**config.mk**
```make
export PLATFORM = sky130hd
export DESIGN_NAME = bootmap_decoder
export DESIGN_NICKNAME = d
export VERILOG_FILES = /design/src/rtl/bootmap_pkg.sv /design/src/rtl/bootmap_cfg_reg.sv /design/src/rtl/bootmap_window.sv /design/src/rtl/bootmap_decoder.sv
export SDC_FILE = /design/constraint.sdc
export NUM_CORES = 1
export LEC_CHECK = 0
export BUFFER_PORTS_ARGS = -buffer_cell sky130_fd_sc_hd__buf_2
export CORE_ASPECT_RATIO = 0.75
export CORE_MARGIN = 2
export CORE_UTILIZATION = 32
export DETAILED_ROUTE_END_ITERATION = 8
export MAX_ROUTING_LAYER = met4
export PLACE_DENSITY = 0.95
export SLEW_MARGIN = 20
export SYNTH_ARGS = -nofsm -noshare
export SYNTH_HDL_FRONTEND = slang
export SYNTH_SLANG_ARGS = --single-unit
```
**constraint.sdc**
```tcl
create_clock -name clk -period 8.49 [get_ports clk]
set_input_delay 1.698 -clock clk [delete_from_list [all_inputs] [get_ports clk]]
set_output_delay 1.698 -clock clk [all_outputs]
set_load 0.02 [all_outputs]
```
**src/rtl/bootmap_pkg.sv**
```systemverilog
package bootmap_pkg;
  // Decode regions, in descending priority
  localparam int NREG = 4;
  localparam int REG_ALIAS   = 0;
  localparam int REG_OVERLAY = 1;
  localparam int REG_FLASH   = 2;
  localparam int REG_RAM     = 3;

  typedef struct packed {
    logic swd;
    logic alias_on;
    logic remap;
  } boot_cfg_t;

  localparam boot_cfg_t CFG_RESET = '{swd: 1'b0, alias_on: 1'b1, remap: 1'b0};
endpackage

```
**src/rtl/bootmap_cfg_reg.sv**
```systemverilog
module bootmap_cfg_reg
  import bootmap_pkg::*;
#(
  parameter int DW = 32
) (
  input  logic          clk,
  input  logic          rst_n,
  input  logic          wr,
  input  logic [DW-1:0] wdata,
  output logic [DW-1:0] rdata,
  output boot_cfg_t     cfg
);
  localparam int CW = $bits(boot_cfg_t);

  always_ff @(posedge clk or negedge rst_n) begin
    if (!rst_n)  cfg <= CFG_RESET;
    else if (wr) cfg <= boot_cfg_t'(wdata[CW-1:0]);
  end

  assign rdata = {{(DW-CW){1'b0}}, cfg};

  // reserved bits stay zero
  a_r2_reserved_zero: assert property (@(posedge clk) disable iff (!rst_n)
    rdata[DW-1:CW] == '0);
  // register only moves on a write
  a_r9_hold_without_write: assert property (@(posedge clk) disable iff (!rst_n)
    !wr |=> $stable(cfg));
  a_r2_write_lands: assert property (@(posedge clk) disable iff (!rst_n)
    wr |=> rdata[CW-1:0] == $past(wdata[CW-1:0]));
endmodule

```
**src/rtl/bootmap_window.sv**
```systemverilog
module bootmap_window #(
  parameter int              AW   = 32,
  parameter int              OW   = 24,
  parameter longint unsigned BASE = 0,
  parameter longint unsigned SIZE = 1
) (
  input  logic [AW-1:0] addr,
  output logic          hit,
  output logic [OW-1:0] offset
);
  logic [63:0] wide, diff;

  always_comb begin
    wide   = 64'(addr);
    diff   = wide - BASE;
    hit    = (wide >= BASE) && (diff < SIZE);
    offset = diff[OW-1:0];
  end
endmodule

```
**src/rtl/bootmap_decoder.sv**
```systemverilog
module bootmap_decoder
  import bootmap_pkg::*;
#(
  parameter int              ADDR_W       = 32,
  parameter int              DATA_W       = 32,
  parameter longint unsigned FLASH_BASE   = 64'h0000_0000,
  parameter longint unsigned FLASH_SIZE   = 64'h0080_0000,
  parameter longint unsigned RAM_BASE     = 64'h2000_0000,
  parameter longint unsigned RAM_SIZE     = 64'h0100_0000,
  parameter longint unsigned OVERLAY_SIZE = 64'h0040_0000,
  parameter longint unsigned ALIAS_OFFS   = 64'h0040_0000,
  localparam longint unsigned MAX_SIZE = (FLASH_SIZE > RAM_SIZE) ? FLASH_SIZE : RAM_SIZE,
  localparam int              OFF_W    = $clog2(MAX_SIZE)
) (
  input  logic              clk,
  input  logic              rst_n,
  input  logic              cfg_wr,
  input  logic [DATA_W-1:0] cfg_wdata,
  output logic [DATA_W-1:0] cfg_rdata,
  output logic              dbg_swd,
  input  logic              acc_valid,
  input  logic [ADDR_W-1:0] acc_addr,
  output logic              flash_cs,
  output logic              ram_cs,
  output logic [OFF_W-1:0]  mem_offset,
  output logic              dec_err
);
  localparam longint unsigned ALIAS_BASE = RAM_BASE + ALIAS_OFFS;
  localparam longint unsigned WBASE [NREG] = '{ALIAS_BASE, FLASH_BASE, FLASH_BASE, RAM_BASE};
  localparam longint unsigned WSIZE [NREG] = '{FLASH_SIZE, OVERLAY_SIZE, FLASH_SIZE, RAM_SIZE};
  // 1 = region targets the RAM, 0 = the Flash
  localparam logic [NREG-1:0] TO_RAM = 4'b1010;

  boot_cfg_t cfg;

  bootmap_cfg_reg #(.DW(DATA_W)) u_cfg (
    .clk(clk), .rst_n(rst_n), .wr(cfg_wr), .wdata(cfg_wdata),
    .rdata(cfg_rdata), .cfg(cfg)
  );

  assign dbg_swd = cfg.swd;

  logic [NREG-1:0]  hit;
  logic [OFF_W-1:0] woff [NREG];

  for (genvar g = 0; g < NREG; g++) begin : g_win
    bootmap_window #(.AW(ADDR_W), .OW(OFF_W), .BASE(WBASE[g]), .SIZE(WSIZE[g])) u_win (
      .addr(acc_addr), .hit(hit[g]), .offset(woff[g])
    );
  end

  logic [NREG-1:0] en;
  assign en = {1'b1, 1'b1, cfg.remap, cfg.alias_on};

  always_comb begin
    flash_cs   = 1'b0;
    ram_cs     = 1'b0;
    dec_err    = 1'b0;
    mem_offset = '0;
    if (acc_valid) begin
      dec_err = 1'b1;
      for (int i = NREG - 1; i >= 0; i--) begin
        if (en[i] && hit[i]) begin
          dec_err    = 1'b0;
          flash_cs   = !TO_RAM[i];
          ram_cs     = TO_RAM[i];
          mem_offset = woff[i];
        end
      end
    end
  end

  // exclusive outcome
  a_r7_one_outcome: assert property (@(posedge clk) disable iff (!rst_n)
    $onehot0({flash_cs, ram_cs, dec_err}));
  // idle bus selects nothing
  a_r8_idle_quiet: assert property (@(posedge clk) disable iff (!rst_n)
    !acc_valid |-> !(flash_cs || ram_cs || dec_err));
  // debug select follows the register
  a_r3_dbg_follows: assert property (@(posedge clk) disable iff (!rst_n)
    dbg_swd == cfg_rdata[2]);
  // alias window always reaches the Flash
  a_r6_alias_flash: assert property (@(posedge clk) disable iff (!rst_n)
    (acc_valid && cfg.alias_on && hit[REG_ALIAS]) |-> flash_cs);
  // overlay always reaches the RAM
  a_r5_overlay_ram: assert property (@(posedge clk) disable iff (!rst_n)
    (acc_valid && cfg.remap && hit[REG_OVERLAY] && !(cfg.alias_on && hit[REG_ALIAS])) |-> ram_cs);
  // error carries a zero offset
  a_r7_err_offset: assert property (@(posedge clk) disable iff (!rst_n)
    dec_err |-> mem_offset == '0);
endmodule

```
==> qor.txt, run 1 <==
Post-CTS Hold Buffers -> 0
Share of layout cells above drive strength 1 -> 42.9%
Crit path DAT -> 3.97 ns
Core area -> 2560 um2
Share of the synthesized area in the top cell type -> 26.7%
First-pass GRT wire length -> 3120 um
CTS tree -> built
Yosys cell types -> 30
Status -> completed
Post-route ant nets -> 0
Tot GR Track Use -> 12.7%
Vias -> 905
Diode count -> 0
CTS sink count -> 3
Peak supply drop -> 0.0696 mV
Critical path endpoint category -> primary output
Post-synth top cells -> buf_4 (30), and2_1 (23), nor2_1 (7), inv_1 (6), nor4_1 (6)
Most flops, register -> u_cfg.cfg
Power density over the cells -> 72.0 nW/um2
Crit start category -> primary input
TNS Setup -> 0 ns
Fin. max-slew vios -> 0
# resized after CTS -> 0
Initial Util -> 32.9%
Die Y -> 48.5 um
Syn_area_per_cell -> 7.46 um2
CP Max Fanout -> 22
Leakage -> 0.000666 uW
Nets@finish -> 255
Largest net degree at the start of global routing -> 23
Number of global-route vias before repair -> 766
Final Cycle Share -> 66.8%
Setup Viol. Count Final -> 0
CP required -> 6.79 ns
Hold Violations, Final -> 0
Ranking of synthesized cells by area -> buf_4 (27%), and2_1 (17%), dfrtp_1 (5.9%)
Biggest registers after layout -> u_cfg.cfg: 3 flops
Setup bufs post-CTS -> 0
Die Area -> 3070 um2
CTS Buf Count -> 3
Iteration-0 DRC Markers -> 9
Std cell rows -> 16
Total power draw -> 80.5 uW
RSZ-0062 raised after global routing -> no
Min Hold Slack -> 0.517 ns
Maximum Capacitance Violations -> 0
Syn Std Cell Area -> 843 um2
Port Buffers -> 69
Dpl hpwl -> 1830 um
GR Util met1 -> 16.2%
EDFF count, synth -> 0
Chip Width -> 63.3 um
GRT met3 Usage -> 1.63%
Synthesis-to-finish area growth -> 32.5%
DRT Pass-1 Iters -> 4
Placer Congestion -> 0.769
H-tree lvl count -> 1
Initial antenna violation count -> 0
Top FF cell, synth -> dfrtp_1
Yosys reg bits -> 3
Root buffer cell -> clkbuf_4
Min cycle time layout -> 5.67 ns
Via density -> 4.15
Synth async-reset ratio -> 100%
Cell count after synthesis -> 113
Clk_lat worst skew -> 0.23 ns
Remaining DRCs -> 0
Worst Hold Class -> reg -> reg
Max reg flops -> 3
Synth area leader -> buf_4
CTS clk-pin slew, worst paths -> 0.03 ns
Fmax -> 176 MHz
Clock Skews -> 0 ns
Most crowded layer after global routing -> met2
Cell with the most instances after synthesis -> buf_4
Total congestion overflow -> 0
CP Class -> in -> out
Io pins -> 128
DRT Wirelength -> 2060 um
Met2 Use GR -> 20.7%
Avg WL per Cell -> 9.47 um
Synth warn -> 0
Seq/Total Area, Yosys -> 9.05%
Max clock buf depth -> 2
==> layout by cell type, fill, tap and decap left out, drive strengths merged, types with 3 or more instances in the layout <==
master,netlist,routed
a21oi,3,3
and2,23,23
buf,32,69
clkbuf,0,4
conb,1,29
ha,4,4
inv,6,6
mux2,3,3
nand2,3,3
nand3,3,3
nand4,3,3
nor2,7,7
nor4,6,6
==> final cells by class <==
cell class                      instances  area, um2
Clock buffer                            4       26.3
Fill cell                             294       1450
Inverter                                6       22.5
Multi-Input combinational cell        100        602
Sequential cell                         3       76.3
Tap cell                               36       45.0
Timing Repair Buffer                   69        345
==> routing by layer <==
| metal | vias up | wire [um] |
|---|---|---|
| met4 | 0 | 0 |
| met1 | 399 | 903 |
| met5 | - | 0 |
| met3 | 0 | 182 |
| met2 | 44 | 978 |
| li1 | 462 | - |
==> worst max-delay path, stage by stage <==
cell	delay, ns
buf_2	0.10
inv_1	0.06
ha_1	0.25
a31oi_1	0.22
or4b_1	0.46
a311o_1	0.43
a21boi_4	0.40
and2_1	0.19
buf_2	0.16
==> stage by stage <==
stage                     setup WS, ns  std cells  instance area (um2)  utilization (%)
after floorplan                   3.30        141                  948                -
after CTS                         2.83        218                 1120             43.6
final                             2.82        218                 1120             43.6
after global routing              2.66        218                 1120             43.6
after global placement            2.91        214                 1090             42.6
after detailed placement          2.84        214                 1090             42.6
==> path summary, 6_finish.rpt <==
check                                end  slack [ns]  depth (start not counted)         start
min in group asynchronous   u_cfg.cfg[0]        1.25                          1         rst_n
hold reg to reg             u_cfg.cfg[2]        0.52                          1  u_cfg.cfg[2]
hold / removal              u_cfg.cfg[2]        0.52                          1  u_cfg.cfg[2]
setup / recovery           mem_offset[2]        2.82                          9  acc_addr[22]
setup reg to reg            u_cfg.cfg[0]        7.72                          1  u_cfg.cfg[0]
max in group asynchronous   u_cfg.cfg[1]        7.05                          1         rst_n
==> cell families after synthesis <==
group	after synthesis	synth area share, %
AND/OR/NAND/NOR	52	37.4
buffers and inverters	38	32.0
XOR/XNOR	1	1.04
other	1	0.445
flip-flops	3	9.05
multiplexers	3	4.01
AO/OA/AOI/OAI	11	10.1
adder cells (fa/ha/maj)	4	5.93
==> power by group <==
part	leakage (uW)	switching (uW)	internal [uW]	total (uW)
registers	0.0000339	1.05	16.2	17.3
clock network	0.0000150	7.43	17.6	25.0
logic	0.000617	25.5	12.7	38.2
Power figures use the tool's default switching activity.
==> run 2, diff against run 1 <==
--- a/config.mk
+++ b/config.mk
@@ -5,13 +5,14 @@
 export SDC_FILE = /design/constraint.sdc
 export NUM_CORES = 1
 export LEC_CHECK = 0
+export ABC_AREA = 1
 export BUFFER_PORTS_ARGS = -buffer_cell sky130_fd_sc_hd__buf_2
 export CORE_ASPECT_RATIO = 0.75
 export CORE_MARGIN = 2
-export CORE_UTILIZATION = 32
+export CORE_UTILIZATION = 31
 export DETAILED_ROUTE_END_ITERATION = 8
 export MAX_ROUTING_LAYER = met4
-export PLACE_DENSITY = 0.95
+export PLACE_DENSITY = 0.87
 export SLEW_MARGIN = 20
 export SYNTH_ARGS = -nofsm -noshare
 export SYNTH_HDL_FRONTEND = slang
==> constraint.sdc (replaced) <==
create_clock -name clk -period 4.68 [get_ports clk]
set_input_delay 0.936 -clock clk [delete_from_list [all_inputs] [get_ports clk]]
set_output_delay 0.936 -clock clk [all_outputs]
set_load 0.02 [all_outputs]
==> qor.txt, run 2 <==
Status -> completed (unchanged)
Io pins -> 128 (unchanged)
Power density over the cells -> 137 nW/um2 (was 72.0 nW/um2)
Ranking of synthesized cells by area -> buf_4 (20%), nand2_1 (18%), nor2_1 (10%) (was buf_4 (27%), and2_1 (17%), dfrtp_1 (5.9%))
CP required -> 3.74 ns (was 6.79 ns)
Initial Util -> 31.9% (was 32.9%)
Tot GR Track Use -> 13.5% (was 12.7%)
Vias -> 1277 (was 905)
Fraction of the mapped netlist area in adder cells -> 4.37% (was 5.93%)
Die Y -> 56.7 um (was 48.5 um)
Critical path endpoint category -> primary output (unchanged)
Diode count -> 0 (unchanged)
Post-route ant nets -> 0 (unchanged)
Share of layout cells above drive strength 1 -> 39.7% (was 42.9%)
Slowest CP cell -> inv_4 (was or4b_1)
Largest family of logic cells by synthesized area -> simple AND/OR/NAND/NOR gates (unchanged)
Most flops, register -> u_cfg.cfg (unchanged)
Initial antenna violation count -> 0 (unchanged)
CP Max Fanout -> 22 (unchanged)
Synth area leader -> buf_4 (unchanged)
Mux contribution to synthesized area -> 1.97% (was 4.01%)
Worst Hold Class -> in -> async (was reg -> reg)
Biggest registers after layout -> u_cfg.cfg: 3 flops (unchanged)
First-pass GRT wire length -> 4390 um (was 3120 um)
Synth async-reset ratio -> 100% (unchanged)
Clock Skews -> 0 ns (unchanged)
Fin. max-slew vios -> 0 (unchanged)
Number of global-route vias before repair -> 1093 (was 766)
Crit start category -> primary input (unchanged)
CTS Buf Count -> 3 (unchanged)
H-tree lvl count -> 1 (unchanged)
Seq/Total Area, Yosys -> 6.66% (was 9.05%)
Die Area -> 4200 um2 (was 3070 um2)
DRT Wirelength -> 2810 um (was 2060 um)
DRT Pass-1 Iters -> 4 (unchanged)
Chip Width -> 74.2 um (was 63.3 um)
Core area -> 3590 um2 (was 2560 um2)
Post-synthesis xor/xnor area fraction -> 0% (was 1.04%)
Syn Std Cell Area -> 1150 um2 (was 843 um2)
Std cell rows -> 19 (was 16)
Nets@finish -> 335 (was 255)
Max clock buf depth -> 2 (unchanged)
Commonest non-fill, non-tap cell in the layout -> buf_2 (unchanged)
Via density -> 4.07 (was 4.15)
Setup bufs post-CTS -> 0 (unchanged)
CTS clk-pin slew, worst paths -> 0.03 ns (about the same)
Final Cycle Share -> 79.3%
Share of the synthesized area in the top cell type -> 19.7% (was 26.7%)
Root buffer cell -> clkbuf_8 (was clkbuf_4)
Chain of cells forming the critical path -> buf_2, inv_1, ha_1, inv_1, nor2_1, nand3_1, nand2_1, nand2_1, nand2_1, inv_1, nand3_2, nand2_2, inv_2, nand2_4, inv_4, nor2_1, buf_2 (was buf_2, inv_1, ha_1, a31oi_1, or4b_1, a311o_1, a21boi_4, and2_1, buf_2)
Leakage -> 0.000824 uW (was 0.000666 uW)
Fill cell count -> 406 (was 294)
Yosys reg bits -> 3 (unchanged)
Remaining DRCs -> 0 (unchanged)
Crit path DAT -> 2.78 ns (was 3.97 ns)
Hold Violations, Final -> 0 (unchanged)
Multi-input logic area -> 833 um2 (was 602 um2)
Iteration-0 DRC Markers -> 49 (was 9)
RSZ-0062 raised after global routing -> no (unchanged)
CP Class -> in -> out (unchanged)
Min cycle time layout -> 3.71 ns
Placer Congestion -> 0.855 (was 0.769)
Cell with the most instances after synthesis -> nand2_1 (was buf_4)
Synthesis-to-finish area growth -> 25.5% (was 32.5%)
Critical Path Max Stage Delay -> 0.34 ns (was 0.46 ns)
Synth warn -> 0 (unchanged)
TNS Setup -> 0 ns (unchanged)
EDFF count, synth -> 0 (unchanged)
Compound-Gate Fraction of Synth Area -> 2.40% (was 10.1%)
Largest net degree at the start of global routing -> 27 (was 23)
# resized after CTS -> 0 (unchanged)
Avg WL per Cell -> 8.96 um (was 9.47 um)
CP bufs+invs -> 7 (was 3)
Cell count after synthesis -> 196 (was 113)
Commonest cells after routing, fill and taps aside -> buf_2 (69), nand2_1 (56), nor2_1 (32) (was buf_2 (69), conb_1 (29), and2_1 (23))
Post-CTS Hold Buffers -> 0 (unchanged)
CTS sink count -> 3 (unchanged)
Simple-gate area share of the yosys netlist -> 54.5% (was 37.4%)
Total congestion overflow -> 0 (unchanged)
Peak supply drop -> 0.169 mV (was 0.0696 mV)
Fmax -> 269 MHz
Max reg flops -> 3 (unchanged)
CTS tree -> built (unchanged)
Clk_lat worst skew -> 0.22 ns (was 0.23 ns)
Syn_area_per_cell -> 5.85 um2 (was 7.46 um2)
Post-synth top cells -> nand2_1 (56), nor2_1 (32), buf_4 (30), inv_1 (16), nor2_2 (13) (was buf_4 (30), and2_1 (23), nor2_1 (7), inv_1 (6), nor4_1 (6))
Min Hold Slack -> 0.509 ns (was 0.517 ns)
Setup Viol. Count Final -> 0 (unchanged)
Maximum Capacitance Violations -> 0 (unchanged)
CP top delay family -> buffers and inverters (was compound AO/OA/AOI/OAI gates)
Yosys cell types -> 28 (was 30)
Sequential cell area -> 76.3 um2 (unchanged)
Top FF cell, synth -> dfrtp_1 (unchanged)
Port Buffers -> 69 (unchanged)
Dpl hpwl -> 2400 um (was 1830 um)
## run 2: cell types whose count changed in the layout (fill, tap and decap cells not counted), sizes merged, moves of 2 or more
cell,previous run,this run
nand3,3,6
nor4,6,1
inv,6,19
a31oi,2,0
a21boi,2,0
a21oi,3,1
and2,23,0
o21ai,1,3
nand2,3,58
nor2,7,55
nor3,1,3
## run 2: final timing paths
check | depth (start not counted) | from | to | slack, ns
max | 17 | acc_addr[23] | mem_offset[0] | 0.97
min | 1 | rst_n | u_cfg.cfg[2] | 0.51
max reg2reg | 1 | u_cfg.cfg[2] | u_cfg.cfg[2] | 3.91
min reg2reg | 1 | u_cfg.cfg[2] | u_cfg.cfg[2] | 0.55
max in group asynchronous | 1 | rst_n | u_cfg.cfg[1] | 3.97
min in group clk | 1 | u_cfg.cfg[2] | u_cfg.cfg[2] | 0.55
## run 2: cells by family after synthesis
group / Yosys count
simple gates: 127
buf+inv: 54
compound gates: 5
fa+ha+maj: 4
flops: 3
mux: 2
other cells: 1
## run 2: power breakdown
group | internal [uW] | switching [uW] | total, uW
combinational | 26.7 | 62.8 | 89.5
sequential | 29.3 | 1.62 | 30.9
clock | 58.2 | 17.9 | 76.1
## run 2: area by class of cell
class	instances	area share, %
multi-input cells	167	57.9
repair buffers	69	24.0
flip-flops and latches	3	5.30
inverters	19	5.13
well taps	52	4.52
clock buffers	4	3.13
## run 2: routing by layer
metal | share of wire, % | global-route usage, % | wire length, um | vias up
li1 | - | - | - | 664
met4 | 0.64 | 3.83 | 18 | 0
met5 | 0 | - | 0 | -
met3 | 7.5 | 1.44 | 212 | 2
met1 | 43 | 16.2 | 1210 | 551
met2 | 49 | 23.7 | 1370 | 60
## run 2: metrics by stage
step | worst slack (ns) | area [um2] | utilization, % | cells | total power [uW]
final | 0.968 | 1440 | 40.1 | 314 | 197
after global routing | 0.767 | 1440 | 40.1 | 314 | 212
after CTS | 0.971 | 1440 | 40.1 | 314 | 200
after detailed placement | 0.975 | 1390 | 38.8 | 310 | 121
after global placement | 1.06 | 1390 | 38.8 | 310 | 119
after floorplan | 1.43 | 1250 | - | 224 | 110
==> run 3, diff against run 2 <==
--- a/config.mk
+++ b/config.mk
@@ -5,14 +5,14 @@
 export SDC_FILE = /design/constraint.sdc
 export NUM_CORES = 1
 export LEC_CHECK = 0
-export ABC_AREA = 1
+export ABC_AREA = 0
 export BUFFER_PORTS_ARGS = -buffer_cell sky130_fd_sc_hd__buf_2
 export CORE_ASPECT_RATIO = 0.75
 export CORE_MARGIN = 2
-export CORE_UTILIZATION = 31
+export CORE_UTILIZATION = 29
 export DETAILED_ROUTE_END_ITERATION = 8
 export MAX_ROUTING_LAYER = met4
-export PLACE_DENSITY = 0.87
+export PLACE_DENSITY = 0.9
 export SLEW_MARGIN = 20
 export SYNTH_ARGS = -nofsm -noshare
 export SYNTH_HDL_FRONTEND = slang
==> constraint.sdc (replaced) <==
create_clock -name clk -period 3.84 [get_ports clk]
set_input_delay 0.768 -clock clk [delete_from_list [all_inputs] [get_ports clk]]
set_output_delay 0.768 -clock clk [all_outputs]
set_load 0.02 [all_outputs]
==> qor.txt, run 3 (synthesis gave the netlist of run 1 again) <==
CTS tree -> built (unchanged)
Final Cycle Share -> 95.0%
Chain of cells forming the critical path -> buf_2, inv_1, ha_1, a31oi_1, or4b_1, a311o_1, a21boi_4, buf_12, and2_1, buf_2 (was buf_2, inv_1, ha_1, inv_1, nor2_1, nand3_1, nand2_1, nand2_1, nand2_1, inv_1, nand3_2, nand2_2, inv_2, nand2_4, inv_4, nor2_1, buf_2)
Fin. max-slew vios -> 0 (unchanged)
Slowest CP cell -> or4b_1 (was inv_4)
TNS Setup -> 0 ns (unchanged)
Core area -> 2680 um2 (was 3590 um2)
# resized after CTS -> 0 (unchanged)
Commonest non-fill, non-tap cell in the layout -> buf_2 (unchanged)
Met2 Use GR -> 20.2% (was 23.7%)
Clock Skews -> 0 ns (unchanged)
Via density -> 4.12 (was 4.07)
Largest net degree at the start of global routing -> 23 (was 27)
Setup bufs post-CTS -> 0 (unchanged)
Power density over the cells -> 183 nW/um2 (was 137 nW/um2)
Clk_lat worst skew -> 0.21 ns (was 0.22 ns)
Number of global-route vias before repair -> 767 (was 1093)
Most crowded layer after global routing -> met2 (unchanged)
Fmax -> 274 MHz
DRT Wirelength -> 2110 um (was 2810 um)
DRT Pass-1 Iters -> 4 (unchanged)
Crit path top cell by count -> buf_2
Peak supply drop -> 0.204 mV (was 0.169 mV)
Tot GR Track Use -> 12.1% (was 13.5%)
Nets@finish -> 257 (was 335)
Setup Viol. Count Final -> 0 (unchanged)
Leakage -> 0.000687 uW (was 0.000824 uW)
Sequential cell area -> 76.3 um2 (unchanged)
CP required -> 3.07 ns (was 3.74 ns)
Crit start category -> primary input (unchanged)
Dpl hpwl -> 1920 um (was 2400 um)
Critical path endpoint category -> primary output (unchanged)
Total congestion overflow -> 0 (unchanged)
Final cell count without fillers -> 220 (was 314)
First-pass GRT wire length -> 3130 um (was 4390 um)
Initial antenna violation count -> 0 (unchanged)
Maximum Capacitance Violations -> 0 (unchanged)
CTS sink count -> 3 (unchanged)
Port Buffers -> 69 (unchanged)
Status -> completed (unchanged)
Avg WL per Cell -> 9.58 um (was 8.96 um)
Die Area -> 3360 um2 (was 4200 um2)
Die Y -> 50.7 um (was 56.7 um)
Placed instance count -> 216 (was 310)
Synthesis-to-finish area growth -> 38.0% (was 25.5%)
Total power draw -> 213 uW (was 197 uW)
GR Util met1 -> 15.3% (was 16.2%)
Remaining DRCs -> 0 (unchanged)
Initial Util -> 31.4% (was 31.9%)
Root buffer cell -> clkbuf_8 (unchanged)
Fin util -> 43.4% (was 40.1%)
Vias -> 906 (was 1277)
GRT met3 Usage -> 2.47% (was 1.44%)
CP Class -> in -> out (unchanged)
Diode count -> 0 (unchanged)
R2r setup slk -> 3.07 ns (was 3.91 ns)
Post-CTS Hold Buffers -> 0 (unchanged)
Std cell rows -> 16 (was 19)
Post-route ant nets -> 0 (unchanged)
Biggest registers after layout -> u_cfg.cfg: 3 flops (unchanged)
Iteration-0 DRC Markers -> 9 (was 49)
Max reg flops -> 3 (unchanged)
Multi-input logic area -> 602 um2 (was 833 um2)
Hold Violations, Final -> 0 (unchanged)
Worst path setup slack after routing -> 0.193 ns (was 0.968 ns)
Crit path DAT -> 2.88 ns (was 2.78 ns)
CTS Buf Count -> 3 (unchanged)
H-tree lvl count -> 1 (unchanged)
Share of layout cells above drive strength 1 -> 43.5% (was 39.7%)
Worst Hold Class -> in -> async (unchanged)
Pre-CTS WS -> 0.185 ns (was 0.975 ns)
Placer Congestion -> 0.781 (was 0.855)
Max clock buf depth -> 2 (unchanged)
CTS clk-pin slew, worst paths -> 0.03 ns (about the same)
Io pins -> 128 (unchanged)
Fill cell count -> 289 (was 406)
RSZ-0062 raised after global routing -> no (unchanged)
Min cycle time layout -> 3.65 ns
Critical Path Max Stage Delay -> 0.45 ns (was 0.34 ns)
Most flops, register -> u_cfg.cfg (unchanged)
CP Max Fanout -> 22 (unchanged)
Commonest cells after routing, fill and taps aside -> buf_2 (69), conb_1 (29), and2_1 (23) (was buf_2 (69), nand2_1 (56), nor2_1 (32))
Chip Width -> 66.3 um (was 74.2 um)
run 3: cell types whose count changed in the layout (fill, tap and decap cells not counted), moves of 3 or more:
cell,previous run,this run
nand2_1,56,3
nor2_1,32,7
and2_1,0,23
nor2_2,13,0
inv_1,16,6
nor2_4,10,0
nor4_1,1,6
nor3_1,3,0
run 3: final cells by class:
type	count	area share, %
Timing Repair Buffer	71	32.0
Tap cell	36	3.87
Clock buffer	4	3.87
Inverter	6	1.94
Multi-Input combinational cell	100	51.7
Sequential cell	3	6.56
run 3: per-layer routing:
| layer | part of all wire [%] | vias to the layer above |
|---|---|---|
| met5 | 0 | - |
| met4 | 0 | 0 |
| met3 | 8.5 | 0 |
| met2 | 46 | 42 |
| met1 | 45 | 400 |
| li1 | - | 464 |
run 3: worst paths after layout:
path	start	end	cells after the start
min in group clk	u_cfg.cfg[2]	u_cfg.cfg[2]	1
max in group asynchronous	rst_n	u_cfg.cfg[1]	1
max reg2reg	u_cfg.cfg[0]	u_cfg.cfg[0]	1
min reg2reg	u_cfg.cfg[2]	u_cfg.cfg[2]	1
max	acc_addr[22]	mem_offset[19]	10
min	rst_n	u_cfg.cfg[0]	1
run 3: where the power goes:
group / leakage (uW) / switching, uW / internal, uW
registers: 0.0000339 / 2.41 / 35.9
clock network: 0.0000228 / 19.3 / 70.7
logic: 0.000631 / 56.1 / 28.9
run 3: per-stage QoR:
stage / cell area (um2) / hold WS [ns]
after floorplan: 948 / 0.472
after detailed placement: 1120 / 0.537
final: 1160 / 0.343
after global placement: 1120 / 0.512
after CTS: 1160 / 0.341
after global routing: 1160 / 0.343
run 3: critical path: cells and delay by family:
kind	cells	cell delay (ns)
fa+ha+maj	1	0.24
compound gates	3	0.81
buf+inv	4	0.46
simple gates	2	0.58
